<file path="src/rtl/lb_pkg.sv">
package lb_pkg;
  localparam int unsigned LB_CNT_W  = 32;
  localparam int unsigned LB_ADDR_W = 32;
  localparam int unsigned LB_OP_W   = 2;

  typedef enum logic [LB_OP_W-1:0] {
    LB_PLAIN    = 2'b00,
    LB_WHILE_EQ = 2'b01,
    LB_WHILE_NE = 2'b10,
    LB_RSVD     = 2'b11
  } lb_op_e;
endpackage

</file>
<file path="src/rtl/lb_decr.sv">
module lb_decr #(
  parameter int unsigned W = 32
) (
  input  logic [W-1:0] cnt_i,
  output logic [W-1:0] dec_o,
  output logic         dec_nz_o
);
  localparam logic [W-1:0] ONE = {{(W-1){1'b0}}, 1'b1};

  always_comb begin
    dec_o    = cnt_i - ONE;
    dec_nz_o = |dec_o;
  end
endmodule

</file>
<file path="src/rtl/lb_cond.sv">
module lb_cond
  import lb_pkg::*;
(
  input  logic       req_valid_i,
  input  lb_op_e     op_i,
  input  logic       zf_i,
  input  logic       dec_nz_i,
  output logic       accept_o,
  output logic       taken_o
);
  logic flag_ok;

  always_comb begin
    unique case (op_i)
      LB_PLAIN:    flag_ok = 1'b1;
      LB_WHILE_EQ: flag_ok = zf_i;
      LB_WHILE_NE: flag_ok = ~zf_i;
      default:     flag_ok = 1'b0;
    endcase
    accept_o = req_valid_i && (op_i != LB_RSVD);
    taken_o  = accept_o && flag_ok && dec_nz_i;
  end
endmodule

</file>
<file path="src/rtl/lb_pipe.sv">
module lb_pipe #(
  parameter int unsigned CW = 32,
  parameter int unsigned AW = 32
) (
  input  logic          clk,
  input  logic          rst_n,
  input  logic          accept_i,
  input  logic          taken_i,
  input  logic [CW-1:0] dec_i,
  input  logic [AW-1:0] seq_i,
  input  logic [AW-1:0] tgt_i,
  output logic          valid_o,
  output logic          taken_o,
  output logic [CW-1:0] cnt_o,
  output logic [AW-1:0] addr_o
);
  logic          valid_d, taken_d;
  logic [CW-1:0] cnt_d;
  logic [AW-1:0] addr_d;

  always_comb begin
    valid_d = accept_i;
    taken_d = taken_i;
    cnt_d   = cnt_o;
    addr_d  = addr_o;
    if (accept_i) begin
      cnt_d  = dec_i;
      addr_d = taken_i ? tgt_i : seq_i;
    end
  end

  always_ff @(posedge clk or negedge rst_n) begin
    if (!rst_n) begin
      valid_o <= 1'b0;
      taken_o <= 1'b0;
      cnt_o   <= '0;
      addr_o  <= '0;
    end else begin
      valid_o <= valid_d;
      taken_o <= taken_d;
      if (accept_i) begin
        cnt_o  <= cnt_d;
        addr_o <= addr_d;
      end
    end
  end
endmodule

</file>
<file path="src/rtl/loop_branch_unit.sv">
module loop_branch_unit
  import lb_pkg::*;
#(
  parameter int unsigned CNT_W  = LB_CNT_W,
  parameter int unsigned ADDR_W = LB_ADDR_W
) (
  input  logic              clk,
  input  logic              rst_n,
  input  logic              req_valid,
  input  logic [1:0]        req_op,
  input  logic [CNT_W-1:0]  cnt_in,
  input  logic              zf_in,
  input  logic [ADDR_W-1:0] seq_addr,
  input  logic [ADDR_W-1:0] tgt_addr,
  output logic              out_valid,
  output logic [CNT_W-1:0]  cnt_out,
  output logic              cnt_we,
  output logic              taken,
  output logic [ADDR_W-1:0] next_addr
);
  logic [1:0]       rst_sync_q;
  logic             rst_int_n;
  logic [CNT_W-1:0] dec;
  logic             dec_nz, accept, taken_c;
  lb_op_e           op;

  always_ff @(posedge clk or negedge rst_n) begin
    if (!rst_n) rst_sync_q <= 2'b00;
    else        rst_sync_q <= {rst_sync_q[0], 1'b1};
  end
  assign rst_int_n = rst_sync_q[1];
  assign op        = lb_op_e'(req_op);

  lb_decr #(.W(CNT_W)) u_decr (
    .cnt_i    (cnt_in),
    .dec_o    (dec),
    .dec_nz_o (dec_nz)
  );

  lb_cond u_cond (
    .req_valid_i (req_valid),
    .op_i        (op),
    .zf_i        (zf_in),
    .dec_nz_i    (dec_nz),
    .accept_o    (accept),
    .taken_o     (taken_c)
  );

  lb_pipe #(.CW(CNT_W), .AW(ADDR_W)) u_pipe (
    .clk      (clk),
    .rst_n    (rst_int_n),
    .accept_i (accept),
    .taken_i  (taken_c),
    .dec_i    (dec),
    .seq_i    (seq_addr),
    .tgt_i    (tgt_addr),
    .valid_o  (out_valid),
    .taken_o  (taken),
    .cnt_o    (cnt_out),
    .addr_o   (next_addr)
  );

  assign cnt_we = out_valid;
endmodule

</file>
<file path="config.mk">
export PLATFORM = sky130hd
export DESIGN_NAME = loop_branch_unit
export DESIGN_NICKNAME = d
export VERILOG_FILES = /design/src/rtl/lb_pkg.sv /design/src/rtl/lb_decr.sv /design/src/rtl/lb_cond.sv /design/src/rtl/lb_pipe.sv /design/src/rtl/loop_branch_unit.sv
export SDC_FILE = /design/constraint.sdc
export NUM_CORES = 1
export LEC_CHECK = 0
export BUFFER_PORTS_ARGS = -buffer_cell sky130_fd_sc_hd__buf_2
export CAP_MARGIN = 15
export CORE_MARGIN = 4
export CORE_UTILIZATION = 43
export CTS_CLUSTER_DIAMETER = 100
export DETAILED_ROUTE_END_ITERATION = 6
export PLACE_DENSITY = 0.77
export SETUP_SLACK_MARGIN = 0.4
export SLEW_MARGIN = 20
export SYNTH_ARGS = -nofsm -noshare
export SYNTH_HDL_FRONTEND = slang
export SYNTH_SLANG_ARGS = --single-unit
</file>
<file path="constraint.sdc">
create_clock -name clk -period 2.2 [get_ports clk]
set_clock_uncertainty 0.15 [all_clocks]
set_input_delay 0.33 -clock clk [delete_from_list [all_inputs] [get_ports clk]]
set_output_delay 0.33 -clock clk [all_outputs]
set_load 0.005 [all_outputs]
</file>
Word-level counts from Yosys, hierarchy flattened
Cells that the tools add are included.
{"block": "classes", "mux": 2, "add_sub_neg": 1, "n_reduce_logical": 5, "div_mod_pow": 0, "multipliers": 0, "bitwise": 1, "n_eq_ne": 3, "magnitude_cmp": 0, "shifts": 0}
{"operator": "$mux W32", "count": 1}
{"operator": "$reduce_or A32 Y1", "count": 1}
{"operator": "$sub A32 B1 Y32 const B", "count": 1}
{"operator": "$logic_and A1 B1 Y1", "count": 3}
{"operator": "$pmux W1 S3", "count": 1}
{"operator": "$eq A2 B1 Y1 const B", "count": 1}
{"operator": "$eq A2 B2 Y1 const B", "count": 1}
{"operator": "$logic_not A2 Y1", "count": 1}
{"operator": "$ne A2 B2 Y1 const B", "count": 1}
{"operator": "$not A1 Y1", "count": 1}
{"block": "word_totals", "inputBits": 102, "out_inout_bits": 67, "wordCells": 17, "latchBits": 0, "ram_bits": 0, "n_memories": 0, "register_bits": 68, "romBits": 0}

Logic depth before layout (Yosys ltp)
{"block": "logic_depth", "depth_word": 5, "ltp_mapped": 13, "mapped_depth_nobuf": 10}

Modules after synthesis
Synthesis repeated with hierarchy kept, for this count alone.
{"block": "hier_totals", "hier_cells": 345, "area_unflattened_um2": 3938.8}
{"mod": "lb_pipe", "area_each_um2": 2917.8, "seq_area_each_um2": 1651.6, "cells_each": 209, "n_inst": 1}
{"mod": "lb_decr", "area_each_um2": 935.9, "seq_area_each_um2": 0.0, "cells_each": 129, "n_inst": 1}
{"mod": "loop_branch_unit", "area_each_um2": 61.3, "seq_area_each_um2": 50.0, "cells_each": 4, "n_inst": 1}
{"mod": "lb_cond", "area_each_um2": 23.8, "seq_area_each_um2": 0.0, "cells_each": 3, "n_inst": 1}

Worst setup path after synthesis
OpenSTA, ideal clock, no wires.
{"block": "synth_path", "path_kind": "input to register", "startpoint": "input cnt_in[3]", "endpoint": "register u_pipe.addr_o[0]", "path_stages": 11, "n_path_buf": 3, "setup_ps": 123, "slack_ps": -1210, "arrival_time_ps": 3137, "required_ps": 1927, "cell_sequence": "buf_6 > or4_4 > or3_1 > buf_6 > or4_1 > xor2_1 > nand3b_4 > o31ai_2 > a32oi_4 > buf_6 > o221a_2"}
{"block": "synth_between", "elab_chain_cells": 4}
{"element": "start, declared", "line_no": "loop_branch_unit.sv:11", "source": "input logic [CNT_W-1:0] cnt_in,"}
{"element": "$sub A32 B1 Y32", "line_no": "lb_decr.sv:11", "source": "dec_o = cnt_i - ONE;"}
{"element": "$reduce_or A32 Y1", "line_no": "lb_decr.sv:12", "source": "dec_nz_o = |dec_o;"}
{"element": "$logic_and A1 B1 Y1", "line_no": "lb_cond.sv:21", "source": "taken_o = accept_o && flag_ok && dec_nz_i;"}
{"element": "$mux W32", "line_no": "lb_pipe.sv:28", "source": "addr_d = taken_i ? tgt_i : seq_i;"}
{"element": "end signal, assigned", "line_no": "lb_pipe.sv:43", "source": "addr_o <= addr_d;"}
{"element": "end, declared", "line_no": "lb_pipe.sv:15", "source": "output logic [AW-1:0] addr_o"}
Every way passes these cells.
A chain may end at the register's enable or synchronous reset.

Final worst setup path
{"block": "layout_path", "startpoint": "input cnt_in[18]", "endpoint": "register u_pipe.addr_o[9]"}
The elaborated chain is that of the path after synthesis.

==> flow_summary.ini <==
[worst_setup_path]
path_class = primary input to flip-flop
cp_startpoint_kind = primary input
crit-reg2reg-capture = u_pipe.cnt_o[29]$_DFFE_PN0P_
required_ps = 2280
worstSetupStartpoint = cnt_in[18]
cp-end-kind = flip-flop
worst_r2r_path_depth = 1
timing.critical_path.fanout_max = 6
setup.reg_to_reg.worst_slack_ps = 1090
critical_path.endpoint = u_pipe.addr_o[9]$_DFFE_PN0P_
crit_arrival_ps = 3200
critical_path.reg2reg.startpoint = rst_sync_q[1]$_DFF_PN0_

[floorplan]
start_util = 0.444
die_area_sq_mm = 0.0101
die_width_um = 100
io_pins = 169
rows = 33
floorplan.core_area_sq_mm = 0.00826
die_height_um = 100

[pwr]
p_sw_frac = 0.298
power.clock.fraction = 0.269
switching_power_mw = 1.01
ir_worst_vdd_uv = 312
total_power_consumption_of_the_routed_design_mw = 3.40
share_of_power_burned_in_registers = 0.449
power_density_mw_per_mm2 = 539
leak_pwr_nw = 2.84
internal_power_contribution_mw = 2.38
part_of_the_total_power_dissipated_in_combinational_logic = 0.282

[final_layout]
fin_cells = 722
mostFrequentLayoutCell = sky130_fd_sc_hd__buf_2
final_nets = 717
layout_common_cells = 162 x sky130_fd_sc_hd__buf_2, 74 x sky130_fd_sc_hd__buf_4, 67 x sky130_fd_sc_hd__dfrtp_1
area_growth_syn_to_layout_pct = 71.7
share_of_final_layout_standard_cells_stronger_than_drive_strength_1 = 0.609
num_antenna_cells = 0

[clock_tree]
clock_tree.buffer_depth = 2
cts_buffers = 9
cts_h_tree_lvls = 3
clk_pin_slew_worst_paths_ps = 80
clock_sinks = 68
clkLatencyLatePin_ps = 330
cts_tree = done
cts.root.buffer_cell = sky130_fd_sc_hd__clkbuf_8

[yosys]
synth_nets = 466
synth.yosys.seq_area_share = 0.464
dominant_combinational_cell_family_by_area_after_synthesis = simple AND/OR/NAND/NOR gates
post_synthesis_mux_area_share = 0.00273
flip_flop_and_latch_count_after_synthesis = 68
syn_area_per_cell_sq_um = 10.1
adder_cell_share_of_the_synthesized_area = 0.00682
synth-compound-area-share = 0.193
synthesis.area_sq_mm = 0.00367
yosys.cell_types.count = 48
synthXorXnorAreaFrac = 0.0573
count_of_mapped_cells_out_of_synthesis = 362
ys_warn_count = 0
synth_simple_gate_area_frac = 0.228

[routing]
drt_pre_antenna_iters = 4
drt_iter0_markers = 136
routedWlPerCell_um = 18.7
route.detailed.vias_per_inst = 5.53
routed-via-count = 3993
route.detailed.drc = 0
drt_wl_total_um = 13500
ant_nets = 0

[placed_design]
placement.setup.worst_slack_ps = -1340
routabilityCongestion = 0.921
hpwlAfterDp_um = 9160
dp_cells = 689
portBuffers = 168

[global_route]
grt_start_max_net_pins = 58
antenna_found_initial = 0
grt_first_pass_wirelength_um = 20000
grtUsageTotal = 0.249
globalRouteOverflowTotal = 0
grt_pass1_vias = 4114

[timing]
timing_hold_violations_final = 0
max_freq_mhz = 320
report.final.slew_viol_count = 0
fin_crit_ps = 3130
rsz_0062_raised_after_global_routing = true
maxSlewHeadroom = 0.558
tightestPinTransition_ps = 663
hold_slack_ps = 72.2
timing.final.ws_setup_ps = -926
final.period_utilization = 1.42
final_setup_vio_count = 38

[run]
drv_cap = 0

[status]
violated_checks = setup timing
run_status = finished, violations left

[min_path]
worstHoldPathType = primary input to flip-flop
-- synthesized netlist by cell type (all sizes together) --
| master | instances | area, sq um |
|---|---|---|
| xor2 | 7 | 61.3 |
| nand2b | 4 | 25.0 |
| o31ai | 2 | 33.8 |
| nand2 | 38 | 143 |
| o21a | 2 | 15.0 |
| o31a | 3 | 26.3 |
| a32o | 1 | 10.0 |
| or2b | 1 | 8.76 |
| o22ai | 1 | 6.26 |
| a31oi | 6 | 37.5 |
| nand3 | 2 | 15.0 |
| o21ai | 30 | 150 |
| a32oi | 1 | 27.5 |
| nor2 | 15 | 56.3 |
| xnor2 | 17 | 149 |
| nand4 | 4 | 25.0 |
| nor4 | 12 | 75.1 |
| buf | 6 | 63.8 |
| or2 | 4 | 25.0 |
| nor2b | 1 | 6.26 |
| nor3b | 3 | 22.5 |
| nor3 | 12 | 65.1 |
| mux2i | 1 | 10.0 |
| or4 | 8 | 67.6 |
| o211ai | 1 | 7.51 |
| a2111oi | 1 | 8.76 |
| o41ai | 1 | 8.76 |
| nand3b | 1 | 20.0 |
| and4b | 1 | 10.0 |
| dfrtp | 68 | 1700 |
| clkbuf | 23 | 86.3 |
| o221a | 32 | 360 |
| a311o | 1 | 10.0 |
| or4b | 2 | 20.0 |
| ha | 2 | 25.0 |
| inv | 6 | 22.5 |
| nor4b | 1 | 8.76 |
| or3 | 38 | 238 |
| o21bai | 1 | 7.51 |
| conb | 1 | 3.75 |
| and3 | 1 | 6.26 |
-- area by class of cell --
type / count / area [sq um]
inverters: 6 / 27.5
multi-input cells: 259 / 2460
repair buffers: 269 / 1820
clock inverters: 3 / 15.0
clock buffers: 12 / 145
fillers: 543 / 1960
well taps: 105 / 131
flip-flops and latches: 68 / 1700
-- cell families (layout without fill, tap and decap cells) --
group,count (synthesis),in the layout
simple gates,148,148
compound gates,83,83
flops,68,68
buf+inv,35,290
xor+xnor,24,24
fa+ha+maj,2,2
other cells,1,1
mux,1,1
-- worst min path at each step --
stage	startpoint	end	slack, ps	cells after the start
finish	cnt_in[0]	u_pipe.cnt_o[0]$_DFFE_PN0P_	70	2
global route	seq_addr[9]	u_pipe.addr_o[9]$_DFFE_PN0P_	110	2
CTS	cnt_in[0]	u_pipe.cnt_o[0]$_DFFE_PN0P_	80	2
detailed placement	rst_n	rst_sync_q[0]$_DFF_PN0_	-30	1
global placement	rst_n	rst_sync_q[0]$_DFF_PN0_	-30	1
floorplan	rst_n	rst_sync_q[0]$_DFF_PN0_	-120	0
-- registers in the layout (all words and copies together), names as in the netlist --
| register | cells |
|---|---|
| u_pipe.addr_o | 32 |
| u_pipe.cnt_o | 32 |
| rst_sync_q | 2 |
| u_pipe.taken_o | 1 |
| u_pipe.valid_o | 1 |
-- repair_timing --
item	CTS	global route
resized for setup	71	35
setup buffers	6	7
cloned	0	4
setup endpoints to repair	57	56
pin swaps	23	26
hold buffers	1	0
hold endpoints to repair	2	0
-- through the flow --
step	TNS, ps	util	area, sq um
after CTS	-27260	0.728	6010
after global placement	-46490	0.665	5490
final	-29690	0.763	6300
after floorplan	-39080	-	4040
after global routing	-31670	0.763	6300
after detailed placement	-48980	0.665	5490
-- worst max-delay path, stage by stage --
cell	delay (ps)
sky130_fd_sc_hd__buf_6	90
sky130_fd_sc_hd__or4_4	540
sky130_fd_sc_hd__or2_4	270
sky130_fd_sc_hd__buf_4	130
sky130_fd_sc_hd__or4_4	520
sky130_fd_sc_hd__xor2_2	200
sky130_fd_sc_hd__nand3_2	150
sky130_fd_sc_hd__o31ai_4	270
sky130_fd_sc_hd__a32oi_4	220
sky130_fd_sc_hd__clkbuf_16	220
sky130_fd_sc_hd__o221a_4	230
-- per-layer routing --
metal | track usage | up-vias | share of wire
met3 | 0.0479 | 28 | 0.075
li1 | - | 1849 | -
met5 | 0 | - | 0
met1 | 0.290 | 1951 | 0.38
met2 | 0.455 | 165 | 0.52
met4 | 0.0829 | 0 | 0.025
-- power groups by stage --
stage | combinational, mW | sequential [mW] | clock (mW)
5_1_grt | 1.04 | 1.55 | 0.984
3_3_place_gp | 0.834 | 1.54 | 0
2_1_floorplan | 0.392 | 1.56 | 0
4_1_cts | 0.906 | 1.53 | 0.930
6_report | 0.957 | 1.53 | 0.912
3_5_place_dp | 0.862 | 1.55 | 0
Note: power is estimated with default switching activity, not from simulation.
